$ cat config.mk
export PLATFORM = sky130hd
export DESIGN_NAME = hdlc_rx_evmon
export DESIGN_NICKNAME = d
export VERILOG_FILES = /design/src/rtl/hdlc_mon_pkg.sv /design/src/rtl/hdlc_pat_det.sv /design/src/rtl/hdlc_bit_cnt.sv /design/src/rtl/hdlc_rx_evmon.sv
export SDC_FILE = /design/constraint.sdc
export NUM_CORES = 1
export LEC_CHECK = 0
export BUFFER_PORTS_ARGS = -buffer_cell sky130_fd_sc_hd__buf_2
export CAP_MARGIN = 40
export CORE_MARGIN = 2
export CORE_UTILIZATION = 57
export CTS_CLUSTER_DIAMETER = 30
export CTS_CLUSTER_SIZE = 20
export DETAILED_ROUTE_END_ITERATION = 10
export PLACE_DENSITY = 0.77
export SLEW_MARGIN = 20
export SYNTH_ARGS = -nofsm -noshare
export SYNTH_HDL_FRONTEND = slang
export SYNTH_SLANG_ARGS = --single-unit
$ cat constraint.sdc
create_clock -name clk -period 2.5 [get_ports clk]
set_clock_uncertainty 0.2 [all_clocks]
set_input_delay 0.375 -clock clk [delete_from_list [all_inputs] [get_ports clk]]
set_output_delay 0.375 -clock clk [all_outputs]
set_load 0.02 [all_outputs]
$ cat src/rtl/hdlc_mon_pkg.sv
package hdlc_mon_pkg;

    typedef enum logic [1:0] {
        ST_HUNT  = 2'd0,
        ST_PKT   = 2'd1,
        ST_BLOCK = 2'd2
    } mon_state_e;

    typedef enum logic [1:0] {
        EOP_GOOD  = 2'd0,
        EOP_ABORT = 2'd1,
        EOP_BAD   = 2'd2
    } eop_kind_e;

    localparam int FLAG_LEN  = 8;
    localparam int ABORT_RUN = 7;
    localparam int GA_LEN    = 9;
    localparam int BYTE_BITS = 8;

endpackage

$ cat src/rtl/hdlc_pat_det.sv
// Serial pattern detector: history advances only on bit strobes; hits are
// combinational on the strobe that completes each pattern.
module hdlc_pat_det
    import hdlc_mon_pkg::*;
#(
    parameter int HIST_W = GA_LEN
) (
    input  logic clk,
    input  logic rst_n,
    input  logic bit_vld,
    input  logic rx_bit,
    output logic flag_hit,
    output logic abort_hit,
    output logic ga_hit
);
    localparam int SH_W = HIST_W - 1;
    localparam logic [FLAG_LEN-1:0] FLAG_PAT  = {1'b0, {(FLAG_LEN-2){1'b1}}, 1'b0};
    localparam logic [FLAG_LEN-1:0] ABORT_PAT = {1'b0, {ABORT_RUN{1'b1}}};
    localparam logic [GA_LEN-1:0]   GA_PAT    = {1'b0, {(GA_LEN-2){1'b1}}, 1'b0};

    logic [SH_W-1:0] sh_q;
    logic [HIST_W-1:0] win;

    assign win = {sh_q, rx_bit};

    always_ff @(posedge clk or negedge rst_n) begin
        if (!rst_n) begin
            sh_q <= '0;
        end else if (bit_vld) begin
            sh_q <= win[SH_W-1:0];
        end
    end

    assign flag_hit  = bit_vld && (win[FLAG_LEN-1:0] == FLAG_PAT);
    assign abort_hit = bit_vld && (win[FLAG_LEN-1:0] == ABORT_PAT);
    assign ga_hit    = bit_vld && (win[GA_LEN-1:0]   == GA_PAT);

endmodule

$ cat src/rtl/hdlc_bit_cnt.sv
// Saturating packet bit counter; cnt_nxt is the count including this strobe.
module hdlc_bit_cnt #(
    parameter int CNT_W = 8
) (
    input  logic             clk,
    input  logic             rst_n,
    input  logic             inc,
    input  logic             clr,
    output logic [CNT_W-1:0] cnt_nxt
);
    localparam logic [CNT_W-1:0] CNT_MAX = {CNT_W{1'b1}};

    logic [CNT_W-1:0] cnt_q;

    assign cnt_nxt = (cnt_q == CNT_MAX) ? cnt_q : cnt_q + 1'b1;

    always_ff @(posedge clk or negedge rst_n) begin
        if (!rst_n) begin
            cnt_q <= '0;
        end else if (clr) begin
            cnt_q <= '0;
        end else if (inc) begin
            cnt_q <= cnt_nxt;
        end
    end

endmodule

$ cat src/rtl/hdlc_rx_evmon.sv
module hdlc_rx_evmon
    import hdlc_mon_pkg::*;
#(
    parameter int CNT_W    = 8,
    parameter int MIN_BITS = 26
) (
    input  logic       clk,
    input  logic       rst_n,
    input  logic       rx_bit,
    input  logic       bit_vld,
    input  logic       fifo_full,
    output logic       ga_pulse,
    output logic       abort_pulse,
    output logic       eop_wr_pulse,
    output logic [1:0] eop_kind,
    output logic       ovfl_pulse,
    output logic       rx_en
);
    localparam int BYTE_LG = $clog2(BYTE_BITS);
    localparam logic [CNT_W-1:0] IDLE_MAX  = CNT_W'(FLAG_LEN);
    localparam logic [CNT_W-1:0] CLOSE_MIN = CNT_W'(MIN_BITS + FLAG_LEN);
    localparam logic [CNT_W-1:0] ABORT_MIN = CNT_W'(MIN_BITS + ABORT_RUN);

    logic             flag_hit, abort_hit, ga_hit;
    logic [CNT_W-1:0] cnt_nxt;
    logic             byte_end;

    mon_state_e st_q, st_d;
    logic       ga_d, ab_d, eop_d, ovfl_d;
    eop_kind_e  kind_d;

    hdlc_pat_det #(.HIST_W(GA_LEN)) u_det (
        .clk      (clk),
        .rst_n    (rst_n),
        .bit_vld  (bit_vld),
        .rx_bit   (rx_bit),
        .flag_hit (flag_hit),
        .abort_hit(abort_hit),
        .ga_hit   (ga_hit)
    );

    hdlc_bit_cnt #(.CNT_W(CNT_W)) u_cnt (
        .clk    (clk),
        .rst_n  (rst_n),
        .inc    (bit_vld),
        .clr    (flag_hit),
        .cnt_nxt(cnt_nxt)
    );

    assign byte_end = (cnt_nxt[BYTE_LG-1:0] == '0);

    // next-state and event decision
    always_comb begin
        st_d   = st_q;
        ga_d   = ga_hit;
        ab_d   = 1'b0;
        eop_d  = 1'b0;
        ovfl_d = 1'b0;
        kind_d = EOP_GOOD;
        unique case (st_q)
            ST_HUNT: begin
                if (flag_hit) st_d = ST_PKT;
            end
            ST_PKT: begin
                if (flag_hit) begin
                    if (cnt_nxt > IDLE_MAX) begin
                        eop_d  = 1'b1;
                        kind_d = (cnt_nxt >= CLOSE_MIN && byte_end) ? EOP_GOOD : EOP_BAD;
                    end
                end else if (abort_hit && cnt_nxt >= ABORT_MIN) begin
                    ab_d   = 1'b1;
                    eop_d  = 1'b1;
                    kind_d = EOP_ABORT;
                    st_d   = ST_HUNT;
                end else if (bit_vld && byte_end && fifo_full) begin
                    ovfl_d = 1'b1;
                    st_d   = ST_BLOCK;
                end
            end
            ST_BLOCK: begin
                if (flag_hit) st_d = ST_PKT;
            end
            default: st_d = ST_HUNT;
        endcase
    end

    // state register
    always_ff @(posedge clk or negedge rst_n) begin
        if (!rst_n) st_q <= ST_HUNT;
        else        st_q <= st_d;
    end

    // registered outputs
    always_ff @(posedge clk or negedge rst_n) begin
        if (!rst_n) begin
            ga_pulse     <= 1'b0;
            abort_pulse  <= 1'b0;
            eop_wr_pulse <= 1'b0;
            eop_kind     <= EOP_GOOD;
            ovfl_pulse   <= 1'b0;
            rx_en        <= 1'b1;
        end else begin
            ga_pulse     <= ga_d;
            abort_pulse  <= ab_d;
            eop_wr_pulse <= eop_d;
            eop_kind     <= eop_d ? kind_d : EOP_GOOD;
            ovfl_pulse   <= ovfl_d;
            rx_en        <= (st_d != ST_BLOCK);
        end
    end

endmodule

---- Word level (Yosys, flattened, before mapping) ----
Index checks and enable logic that the tools add are counted.
storage, ports and cells
  register bits after elaboration ......... 25
  output and inout port bits .............. 7
  logic and storage cells ................. 55
cells by class
  add/subtract/negate cells ............... 1
  magnitude comparators ................... 3
  eq/ne operators ......................... 7
  mux-type cells .......................... 24
  reduce and logical (&&, ||, !) cells .... 11
operator list
  operator                                              count
  2-to-1 mux 8 bit                                      3
  2-to-1 mux 2 bit                                      9
  == test 8 x 7 -> 1 bit (second input constant)        2
  >= comparator 8 x 6 -> 1 bit (second input constant)  2
  2-to-1 mux 1 bit                                      11
  == test 9 x 8 -> 1 bit (second input constant)        1
  adder 8 x 1 -> 8 bit (second input constant)          1
  == test 8 bit (second input constant)                 1
  > comparator 8 x 4 -> 1 bit (second input constant)   1
  logical AND 1 bit                                     7
  one-hot mux 2 bit (2 select lines)                    1
  logical NOT 3 bit                                     1
  == test 2 x 1 -> 1 bit (second input constant)        1
  == test 2 bit (second input constant)                 1
  logical NOT 2 bit                                     1
  != test 2 bit (second input constant)                 1
  nonzero test 2 bit                                    1
  OR reduction 2 bit                                    1

---- Longest topological paths before layout ----
  depth after elaboration ................. 10
  mapped depth ............................ 7
  depth with buffers taken out ............ 6

---- Hierarchy ----
From an unflattened synthesis, not the netlist that was laid out.
unflattened totals
  cell total of the unflattened synthesis .. 122
  area total of the unflattened synthesis .. 1375.1 um2
modules (own cells, without submodules)
  module         instances  cells an instance  area an instance (um2)  sequential area each (um2)
  hdlc_bit_cnt   1          63                 606.8                   200.2
  hdlc_rx_evmon  1          36                 400.4                   226.5
  hdlc_pat_det   1          23                 367.9                   200.2

---- Worst setup path after synthesis ----
Ideal clock, no wire load.
  kind .................................... flip-flop to flip-flop
  start point ............................. register u_cnt.cnt_q[0]
  end point ............................... register rx_en
  setup time .............................. 0.077 ns
  data arrival time ....................... 1.805 ns
  data required time ...................... 2.223 ns
  path slack .............................. 0.418 ns
  stages on the path, launching flop included .. 7
  clock period less this slack ............ 2.082 ns
  cell sequence ........................... dfrtp_1 > ha_1 > nand2b_1 > o21bai_1 > nor4b_1 > o21ai_1 > a21o_1
on the way
  cells in the longest elaborated chain, start to end .. 10
  elaborated cells between the ends (all ways) .. 13
  those cells by class .................... 1 x add/sub; 1 x order compare; 2 x eq/ne; 5 x mux; 4 x reduce/logical
RTL lines
  what                                                                                  RTL line              text
  from (decl)                                                                           hdlc_bit_cnt.sv:13    logic [CNT_W-1:0] cnt_q;
  from (signal assigned)                                                                hdlc_bit_cnt.sv:23    cnt_q <= cnt_nxt;
  adder 8 x 1 -> 8 bit / == test 8 bit (equally long branches)                          hdlc_bit_cnt.sv:15    assign cnt_nxt = (cnt_q == CNT_MAX) ? cnt_q : cnt_q + 1'b1;
  2-to-1 mux 8 bit (*)                                                                  hdlc_bit_cnt.sv:15
  parallel branches: the longest is 4 deep, another holds >= comparator 8 x 6 -> 1 bit  --
  2-to-1 mux 2 bit (*)                                                                  hdlc_rx_evmon.sv:70   end else if (abort_hit && cnt_nxt >= ABORT_MIN) begin
  2-to-1 mux 2 bit (*)                                                                  hdlc_rx_evmon.sv:65   if (flag_hit) begin
  one-hot mux 2 bit (2 select lines) (*)                                                hdlc_rx_evmon.sv:60   unique case (st_q)
  != test 2 bit (*)                                                                     hdlc_rx_evmon.sv:108  rx_en <= (st_d != ST_BLOCK);
  to (signal assigned)                                                                  hdlc_rx_evmon.sv:108
  to (decl)                                                                             hdlc_rx_evmon.sv:17   output logic rx_en
Mark *: on every way between the ends.
A chain may end at the register's enable or synchronous reset.

---- Worst setup path in the final report ----
Same ends and word-level chain as after synthesis.

==> parameters.txt <==
Parameter                              Value

Setup path
  Data required time at the worst endpoint ... 2560 ps
  Ordered list of cells on the worst path ... ha_1 > and2_1 > o21bai_1 > nor4b_1 > o21ai_1 > a21o_1
  Worst R2R Start ... u_cnt.cnt_q[0]
  Setup crit start ... u_cnt.cnt_q[0]
  Data arrival time of the critical path ... 2330 ps
  Largest fanout on the critical path ... 9
  Gate family responsible for the most delay along the worst path ... simple AND/OR/NAND/NOR gates
  Stage delay of the slowest cell on the critical path ... 470 ps
  Worst Path Buf+Inv ... 0
  Kind of end point of the critical path ... register
  Critical path class ... register to register
  Critical path's slowest cell ... sky130_fd_sc_hd__dfrtp_1
  Kind of launch point of the worst setup path ... register

STA
  Hold WS ... 64.86 ps
  Share of the clock period used by the worst path ... 90.97%
  # setup viols final ... 0
  Upper clock frequency limit ... 0.4397 GHz
  Max-slew violation count ... 0
  RSZ-0062 raised after global routing ... no
  Minimum period implied by the final worst setup slack ... 2274 ps
  Least-Margin Pin Slew ... 567.6 ps
  Max-Slew Margin vs Limit ... 61.87%
  Number of hold violations in the final report ... 0
  Total Neg Setup Slack ... 0 ps

Pwr
  Part of the total power dissipated in the clock network ... 14.6%
  Portion of total power attributed to combinational logic ... 29.8%
  Static leakage ... 0.5970 nW
  Switching part of the total ... 37.36%
  Total power divided by cell area ... 852.5 mW/mm²
  Cell-internal power ... 0.7355 mW
  Share of total power in sequential cells ... 55.6%
  Switching Power ... 0.4388 mW
  Peak supply drop ... 637.7 µV

Logic synthesis
  Most area-consuming cells after synthesis ... sky130_fd_sc_hd__dfrtp_1, sky130_fd_sc_hd__mux2_2, sky130_fd_sc_hd__a21oi_1
  Register bit count reported by yosys ... 25
  Number of distinct standard cells referenced by the synthesized netlist ... 44
  Share of synthesized flip-flops with an asynchronous set or reset ... 100.0%
  Number of enable flip-flop cells after synthesis ... 0
  Post-synthesis sequential area ratio ... 49.55%
  Post-synth net total ... 132
  Proportion of netlist area held by the largest area contributor ... 47.48%
  Gate Count Post-Synth ... 126
  Average size of a mapped cell ... 10.04 µm²
  Number of warnings reported in the yosys synthesis log ... 0
  Dominant cell type by area after synthesis ... sky130_fd_sc_hd__dfrtp_1
  Most frequently used flop master after synthesis ... sky130_fd_sc_hd__dfrtp_1
  Post-Syn Area ... 0.001265 mm²

Global routing
  Wire length of the first global-routing pass ... 4098 µm
  Antenna violations before repair ... 0
  Largest net degree at the start of global routing ... 26
  Total global-route track usage ... 21.09%
  Via count of the first global-routing pass ... 951
  Total congestion overflow ... 0

Clock tree
  Max Buffers Root-to-Sink ... 2
  Number of CTS-inserted buffers ... 3
  Root buf cell ... sky130_fd_sc_hd__clkbuf_4
  CTS clk-pin slew, worst paths ... 130 ps
  TritonCTS Sinks ... 25
  Maximum level of the CTS H-tree ... 1
  CTS tree ... built
  Post-CTS Setup Inserts ... 0
  Skew-Pair Late Insertion Delay ... 310 ps

Floorplanning
  Height of the die ... 51.11 µm
  Area of the core ... 0.002148 mm²
  I/O pin cnt ... 12
  Effective utilization at floorplan ... 58.88%
  Number of placement rows ... 17
  Die footprint ... 0.002612 mm²
  Horizontal extent of the die ... 51.11 µm

Drt
  Average routed wire per standard cell ... 14.33 µm
  Iteration-0 DRC count of the detailed router ... 41
  Post-DR vias/cell ... 6.206
  Post-detailed-routing wire length ... 2364 µm
  1st-pass router iterations ... 4
  Number of nets still failing antenna checks after routing ... 0
  Routed via count ... 1024
  Number of DRC violations after detailed routing ... 0

Placement
  Number of I/O port buffers ... 11
  Gp weighted congestion ... 0.9327
  Detailed placer's ending HPWL ... 1699 µm

Run
  Max-capacitance violation count ... 0

Cells and area
  Total number of nets in the final design ... 144
  N_diodes ... 0
  Share of cells above drive strength 1 ... 20.44%
  P&R area growth vs syn ... 8.902%
  Number of fill cells in the layout ... 173

Hold path
  Worst Hold Launch ... rx_bit
  Class of the most critical hold timing path ... input pin to register

Outcome
  Outcome ... complete, no violations
## worst paths after layout
path,endpoint,slack (ps),depth (start not counted)
hold / removal,ga_pulse,60,2
max in group asynchronous,rx_en,1370,2
setup reg to reg,rx_en,230,6
min in group asynchronous,st_q[1],370,2
setup / recovery,rx_en,230,6
hold reg to reg,ga_pulse,250,1
## Yosys cell counts, types with 2 or more instances
cell and instances:
sky130_fd_sc_hd__nand3_1 8, sky130_fd_sc_hd__mux2_2 9, sky130_fd_sc_hd__nand2_1 7, sky130_fd_sc_hd__nand2b_1 3, sky130_fd_sc_hd__nor2_1 8, sky130_fd_sc_hd__or3_1 2
sky130_fd_sc_hd__a31oi_1 3, sky130_fd_sc_hd__dfrtp_1 24, sky130_fd_sc_hd__and2_1 2, sky130_fd_sc_hd__buf_2 3, sky130_fd_sc_hd__nor3_1 4, sky130_fd_sc_hd__a311oi_1 2
sky130_fd_sc_hd__clkbuf_1 3, sky130_fd_sc_hd__o21ai_1 2, sky130_fd_sc_hd__and3_1 2, sky130_fd_sc_hd__o21ai_0 4, sky130_fd_sc_hd__a21oi_1 11, sky130_fd_sc_hd__nor4b_1 3
## power groups by stage
stage	logic [mW]	clock network (mW)	registers, mW
after floorplan	0.324	0	0.590
after global placement	0.344	0	0.646
after detailed placement	0.348	0	0.656
after CTS	0.351	0.180	0.648
after global routing	0.395	0.197	0.675
final	0.350	0.171	0.653
## what timing repair did
item                                   CTS  global route
hold buffers                             1             0
endpoints found under the hold margin   24             0
resized for setup                        0             0
## final cells by class
type	count	area, µm²	share of cell area (%)
clock inverters	1	5.005	0.3633
inverters	1	3.754	0.2725
multi-input cells	93	604.3	43.87
clock buffers	3	22.52	1.635
flip-flops and latches	25	626.9	45.50
well taps	28	35.03	2.543
repair buffers	14	80.08	5.813
## cell families (layout without fill, tap and decap cells)
family,Yosys count,after routing,synth area share (%)
and+or+nand+nor,48,48,20.87
AOI/OAI and AO/OA,34,34,17.21
DFF,25,25,49.56
muxes,9,9,8.012
buffers and inverters,8,19,2.670
adders and majority gates,1,1,0.9890
xor gates and xnor gates,1,1,0.6925
## flip-flops by register name (all words and copies together) (netlist names)
register      count
abort_pulse       1
eop_kind          2
eop_wr_pulse      1
ga_pulse          1
ovfl_pulse        1
rx_en             1
st_q              2
u_cnt.cnt_q       8
u_det.sh_q        8
## per-stage QoR
stage	worst slack, ps	cell area [µm²]	util [%]	instances	power, mW
2_1_floorplan	418.1	1265	-	126	0.9143
3_3_place_gp	306.3	1340	62.38	160	0.9908
3_5_place_dp	243.6	1340	62.38	160	1.004
4_1_cts	235.8	1378	64.12	165	1.179
5_1_grt	8.127	1378	64.12	165	1.267
6_report	225.8	1378	64.12	165	1.174
## worst register-to-register path: cells and delay by family (launching register included)
kind / cells / cell delay, ps
AO/OA/AOI/OAI: 3 / 500
AND/OR/NAND/NOR: 2 / 700
adder cells (fa/ha/maj): 1 / 360
flip-flops: 1 / 470
## layout by cell type (no fill, tap or decap), drive strengths merged, types with 2 or more instances in the layout
master  instances
dfrtp          24
buf            13
a21oi          11
mux2            9
nor2            8
nand3           8
nand2           7
o21ai           6
nor3            4
nand2b          3
nor4b           3
a31oi           3
clkbuf          3
and3            2
and2            2
a311oi          2
or3             2
or2             2
## metal layers
metal	global-route usage, %	routed length [µm]	up-vias
met4	9.459	25	0
li1	-	-	494
met1	26.74	1018	487
met5	0	0	-
met2	34.85	1186	39
met3	4.094	133	4
No activity file was read; power rests on OpenSTA's default activity.
